===== config.mk =====
export PLATFORM = sky130hd
export DESIGN_NAME = torus_matmul
export DESIGN_NICKNAME = d
export VERILOG_FILES = /design/src/rtl/torus_matmul.sv
export SDC_FILE = /design/constraint.sdc
export NUM_CORES = 2
export LEC_CHECK = 0
export BUFFER_PORTS_ARGS = -buffer_cell sky130_fd_sc_hd__buf_2
export CORE_ASPECT_RATIO = 1.2
export CORE_UTILIZATION = 38
export DETAILED_ROUTE_END_ITERATION = 6
export PLACE_DENSITY = 0.65
export SYNTH_ARGS = -nofsm -noshare
export SYNTH_HDL_FRONTEND = slang
export SYNTH_SLANG_ARGS = --single-unit

===== constraint.sdc =====
create_clock -name clk -period 10.99 [get_ports clk]
set_input_delay 1.099 -clock clk [delete_from_list [all_inputs] [get_ports clk]]
set_output_delay 1.099 -clock clk [all_outputs]
set_load 0.02 [all_outputs]

===== src/rtl/torus_matmul.sv =====
module torus_matmul #(
  parameter int N  = 4,
  parameter int DW = 8,
  parameter int CW = 20
) (
  input  logic              clk,
  input  logic              rst_n,
  input  logic              start,
  input  logic [N*N*DW-1:0] a_flat,
  input  logic [N*N*DW-1:0] b_flat,
  output logic              busy,
  output logic              done,
  output logic [N*N*CW-1:0] c_flat
);
  localparam int SW = $clog2(N) + 1;
  localparam int PW = 2 * DW;

  logic signed [DW-1:0] x [N][N];
  logic signed [DW-1:0] y [N][N];
  logic signed [CW-1:0] acc [N][N];
  logic run, comp, dn;
  logic [SW-1:0] step;

  function automatic logic signed [CW-1:0] mac(
    input logic signed [CW-1:0] s,
    input logic signed [DW-1:0] p,
    input logic signed [DW-1:0] q
  );
    logic signed [PW-1:0] pr;
    pr = PW'(p) * PW'(q);
    return s + CW'(pr);
  endfunction

  always_ff @(posedge clk or negedge rst_n) begin
    if (!rst_n) begin
      run  <= 1'b0;
      comp <= 1'b0;
      dn   <= 1'b0;
      step <= '0;
      for (int i = 0; i < N; i++)
        for (int j = 0; j < N; j++) begin
          x[i][j]   <= '0;
          y[i][j]   <= '0;
          acc[i][j] <= '0;
        end
    end else begin
      dn <= 1'b0;
      if (!run) begin
        if (start) begin
          run  <= 1'b1;
          comp <= (N == 1);
          step <= '0;
          for (int i = 0; i < N; i++)
            for (int j = 0; j < N; j++) begin
              x[i][j]   <= a_flat[(i*N+j)*DW +: DW];
              y[i][j]   <= b_flat[(i*N+j)*DW +: DW];
              acc[i][j] <= '0;
            end
        end
      end else if (!comp) begin
        for (int i = 0; i < N; i++)
          for (int j = 0; j < N; j++) begin
            if (SW'(i) > step) x[i][j] <= x[i][(j+1)%N];
            if (SW'(j) > step) y[i][j] <= y[(i+1)%N][j];
          end
        if (step == SW'(N-2)) begin
          comp <= 1'b1;
          step <= '0;
        end else begin
          step <= step + 1'b1;
        end
      end else begin
        for (int i = 0; i < N; i++)
          for (int j = 0; j < N; j++) begin
            acc[i][j] <= mac(acc[i][j], x[i][j], y[i][j]);
            x[i][j]   <= x[i][(j+1)%N];
            y[i][j]   <= y[(i+1)%N][j];
          end
        if (step == SW'(N-1)) begin
          run  <= 1'b0;
          comp <= 1'b0;
          dn   <= 1'b1;
          step <= '0;
        end else begin
          step <= step + 1'b1;
        end
      end
    end
  end

  assign busy = run;
  assign done = dn;

  for (genvar gi = 0; gi < N; gi++) begin : g_row
    for (genvar gj = 0; gj < N; gj++) begin : g_col
      assign c_flat[(gi*N+gj)*CW +: CW] = acc[gi][gj];
    end
  end
endmodule


**Word level (Yosys, flattened, before mapping)**

Index checks and enable logic that the tools add are counted.

- Flip-flop bits (word level): 582
- Output and inout port bits: 322
- Bits of input ports: 259

- Mux-type cells: 57
- Add/sub/neg operators: 17
- Order comparisons: 4
- Equal/unequal tests: 7
- Reduce and logical (&&, ||, !) cells: 6
- Multiply operators: 16

Operator list:

| operator | count |
|---|---|
| $mux 320 | 3 |
| $mux 128 | 6 |
| $add 20x16->20 | 16 |
| $mul 8x8->16 | 16 |
| $mux 8 | 32 |
| $mux 3 | 5 |
| $ne 3x1->1 const B | 4 |
| $mux 1 | 11 |
| $reduce_and 2->1 | 5 |
| $eq 3x2->1 const B | 2 |
| $gt 1x3->1 const A | 2 |
| $gt 2x3->1 const A | 2 |
| $add 3x1->3 const B | 1 |
| $ne 2x1->1 const B | 1 |
| $reduce_bool 2->1 | 1 |

**Depth between registers and ports, before layout**

- Word-level depth: 4
- Depth in mapped cells: 21

**Worst setup path before layout**

OpenSTA, ideal clock, no wires.

- Path kind: flip-flop to flip-flop
- Start point: register y[64] (netlist bit)
- End point: register acc, in the netlist c_flat[159]
- Library setup time: 126 ps
- Slack: 5280 ps
- Data arrival time: 5584 ps
- Cell stages (with the launch flop): 19
- Buffers on the path: 1
- Required time: 10864 ps
- Path through: dfrtp_1 clkbuf_1 and2_1 inv_1 fa_1 inv_1 fa_1 fa_1 fa_1 fa_1 ha_1 nand2_1 o21ai_1 o41a_1 a31o_2 a211o_1 a31oi_1 nor3_1 a311o_1

- Cells in the longest elaborated chain, start to end: 4

Ends and longest elaborated chain:

| item | line | text |
|---|---|---|
| start: declaration | 19 | `logic signed [DW-1:0] y [N][N];` |
| start signal: indexed assignment | 56 | `y[i][j] <= b_flat[(i*N+j)*DW +: DW];` |
| start signal: indexed assignment | 64 | `if (SW'(j) > step) y[i][j] <= y[(i+1)%N][j];` |
| start signal: indexed assignment | 77 | `y[i][j] <= y[(i+1)%N][j];` |
| $mul 8x8->16 | 30 | `pr = PW'(p) * PW'(q);` |
| $add 20x16->20 | 31 | `return s + CW'(pr);` |
| $mux 320 | 60 | `end else if (!comp) begin` |
| $mux 320 | 48 | `if (!run) begin` |
| end signal: indexed assignment | 75 | `acc[i][j] <= mac(acc[i][j], x[i][j], y[i][j]);` |
| end: declaration | 20 | `logic signed [CW-1:0] acc [N][N];` |

No other way between the ends. The select of a mux whose other input is x is not followed.
A chain may end at the register's enable or synchronous reset.

**Worst setup path in the final report**

- Start point: register y[120] (netlist bit)
- End point: register acc, in the netlist c_flat[19]

The elaborated chain is that of the path after synthesis.

==> results by stage <==
Status:
- The flow ran to the end, and the final reports show no timing, DRC or antenna violations.

Yosys:
- The post-synthesis compound-gate area fraction came to 0.0775.
- The Yosys warning count is 0.
- The number of register bits inferred by synthesis is 582.
- The mux cell area share after synthesis is 0.0327.
- The number of nets produced by synthesis is 10670.
- The largest family of logic cells by synthesized area is adder cells.
- The xor/xnor cell area share of the yosys netlist is 0.0325.
- Synthesis instantiated 77 different standard cells from the library.
- The cell area after synthesis is 0.0802 mm².
- The sequential-to-total area share from yosys stat is 0.182.
- After synthesis, the share of flip-flops with an asynchronous set or reset is 1.00.
- The number of synthesized flops with an enable pin is 0.
- Of the total synthesized cell area, the portion taken by AND, OR, NAND and NOR gates is 0.122.
- The most used flip-flop cell after synthesis is dfrtp_1.
- A synthesized cell averages 9.70 µm².
- The adder and majority gate portion of the synthesized area is 0.467.
- Synthesis produced 8264 cells.

Global routing:
- The initial antenna violation count is 42.
- Entering global routing, the biggest net connects 180 pins.
- Across every metal layer, demand over resource in global routing totals 0.241.
- The number of global-route vias before repair is 63679.
- The global-route wire length before repair is 387 mm.
- Summed over all layers, the global routing overflow is 0.

Clock tree:
- The tree is rooted in a clkbuf_16.
- The TritonCTS clock tree is done.
- The number of levels the H-tree was split into is 3.
- The clock-pin transition on the worst setup and hold timing paths is 0.06 ns.
- The post-CTS resize count is 0.
- The quantity of hold-fixing buffers added after cts is 0.
- The clock net in this run drives a total of 582 sinks.
- The clock insertion delay at the later pin of the skew report is 0.74 ns.
- The deepest clock path buffer count is 3.
- The number of setup buffers added after CTS is 0.
- The number of clock buffers added by TritonCTS is 79.

Worst hold path:
- The worst hold path belongs to the class in -> async.

Worst setup path:
- The critical path data arrival time is 6.82 ns.
- The dominant delay contributor by cell family on the critical path is adder cells.
- In this run the worst path has a maximum fanout of 13.
- Among all stages on the critical path, the largest delay is contributed by and2_1.
- STA classifies the critical path startpoint as a flip-flop.
- On the worst path, the slowest cell contributes a delay of 0.73 ns.
- The count of buffering cells on the critical path with inverters included is 2.
- The worst setup path is captured at a flip-flop.
- Walking the worst path, the cells encountered are and2_1 -> inv_1 -> fa_1 -> inv_1 -> fa_1 -> fa_1 -> fa_1 -> fa_1 -> ha_1 -> o21ai_0 -> o21bai_1 -> o41ai_1 -> o211ai_1 -> a211oi_1 -> a21oi_1 -> xnor2_1 -> o21ai_0.
- The most numerous cell type found on the critical path is fa_1.
- The startpoint-to-endpoint class of the critical path is reg -> reg.
- At the worst endpoint, the required time is 11.54 ns.

Route:
- The number of antenna-violating nets in the routed design is 0.
- The detailed-route via count is 58694.
- The initial DRC count is 3377.
- The number of detailed-routing iterations run before antenna repair is 5.
- The detailed-route vias per instance is 5.12.
- The average wire per standard cell is 21.9 µm.
- For this block, the routed nets add up to 251 mm of wire.
- For this run, design rule violations remaining after detail routing come to 0.

Floorplan:
- The effective utilization at floorplan is 0.383.
- The vertical die dimension is 505 µm.
- The floorplan has 184 rows.
- The die covers 0.213 mm².
- In this run the horizontal extent of the chip is 421 µm.
- The core region is 0.210 mm².
- The boundary pin count is 581.

Timing:
- The aggregate negative setup slack is 0 ns.
- At the pin with the least slew margin, the transition time is 1.19 ns.
- Dividing the final minimum period by the clock period gives 0.571.
- The count of endpoints failing hold in the final timing report was 0.
- Setup violations remaining at the end of the flow were counted as 0.
- The final period demand of the worst path is 6.27 ns.
- The maximum achievable frequency is 159 MHz.
- The number of pins with negative max-slew slack in the final report is 0.
- Setup repair after global routing left no endpoint under its margin.
- Headroom to the max-slew limit came out at 0.205.
- The post-route clock skew is 0.0495 ns.

Run:
- The number of max-capacitance violations reported is 0.

Finish:
- Leaving out fill and tap cells, the most frequent cell in the layout is inv_1.
- Of the cells placed in the final design, the portion with a size suffix greater than 1 is 0.0914.
- The design area is 0.0883 mm².
- In the final design database the tool counted 10993 nets.
- The area added between synthesis and finish is 10.1%.
- The top cell types in the final layout, fill and taps aside, are inv_1 (1444), fa_1 (1408), nand2_1 (955), ha_1 (739), dfrtp_1 (580).

Place:
- The count of port buffers added during placement is 580.
- Summing all placed instances gives a cell area of 0.0855 mm².
- The congestion estimate from routability-driven global placement came to 0.934.
- Summed over all nets, the half-perimeter wirelength after detailed placement is 205 mm.
-- layout make-up --
cell class / instances / area, µm²
diodes: 24 / 60.1
clock buffers: 102 / 2230
clock inverters: 39 / 459
fillers: 20340 / 121000
inverters: 1462 / 5490
multi-input cells: 5842 / 58700
flip-flops and latches: 582 / 14600
well taps: 2790 / 3490
repair buffers: 620 / 3240
-- cell families (layout without fill, tap and decap cells) --
logic type / after synthesis / in the layout
muxes: 262 / 262
xor gates and xnor gates: 298 / 298
and+or+nand+nor: 2102 / 2102
DFF: 582 / 582
AOI/OAI and AO/OA: 1033 / 1033
buffers and inverters: 1840 / 2223
other: 0 / 24
adders and majority gates: 2147 / 2147
-- Yosys cell counts (6+ instances only) --
cell       instances  share of area
a2111oi_0          6        0.00066
a211o_1           12         0.0013
a211oi_1          31         0.0029
a21boi_0          12         0.0011
a21o_1            51         0.0048
a21oi_1          260          0.016
a22o_1            14         0.0015
a31o_2             7        0.00076
a31oi_1           15         0.0012
a32o_1            15         0.0019
and2_1           517          0.040
and3_1            15         0.0012
buf_2             19         0.0012
clkbuf_1         352          0.016
clkinv_1          18        0.00084
dfrtp_1          582           0.18
fa_1            1408           0.35
ha_1             739           0.12
inv_1           1444          0.068
mux2i_1          261          0.033
nand2_1          957          0.045
nand2b_1          68         0.0053
nand3_1          109         0.0068
nand4_1            7        0.00055
nor2_1           335          0.016
nor2b_1           25         0.0020
nor3_1            25         0.0016
o2111ai_1          6        0.00066
o211ai_1          11         0.0010
o21a_1            45         0.0042
o21ai_0          417          0.026
o21ai_1            7        0.00044
o21bai_1          28         0.0026
o31ai_1           44         0.0041
o41ai_1            8        0.00087
or3_1             15         0.0012
xnor2_1          193          0.021
xor2_1           105          0.011
-- stage by stage --
step	utilization	worst slack (ns)	hold WS (ns)	instances
final	0.421	4.72	0.397	11461
after global placement	0.408	4.89	0.474	11296
after floorplan	-	5.28	0.501	8264
after detailed placement	0.408	4.79	0.482	11296
after CTS	0.421	4.73	0.379	11437
after global routing	0.421	4.36	0.427	11452
-- per-layer routing --
metal | GRT usage | wire length [µm] | part of all wire | vias up
met5 | 0 | 156 | 0.00062 | -
met4 | 0.146 | 17200 | 0.068 | 24
met3 | 0.0458 | 16100 | 0.064 | 536
met2 | 0.394 | 118000 | 0.47 | 1702
met1 | 0.294 | 99000 | 0.39 | 30066
li1 | - | - | - | 26366
-- final timing paths --
check / startpoint / to / slack [ns] / depth (start not counted)
max: y[120] / c_flat[19] / 4.72 / 17
min: rst_n / c_flat[208] / 0.40 / 1
max reg2reg: y[120] / c_flat[19] / 4.72 / 17
min reg2reg: c_flat[224] / c_flat[224] / 0.50 / 2
max in group asynchronous: rst_n / y[101] / 8.24 / 3
min in group clk: c_flat[224] / c_flat[224] / 0.50 / 2
-- state kept, by name (all words and copies together) (netlist names) --
signal	count
c_flat	320
step	3
y	128
x	128
comp	1
done	1
busy	1
Power is not shown: default switching activity piles up to over one toggle a cycle in this logic, so the estimate is an artifact.
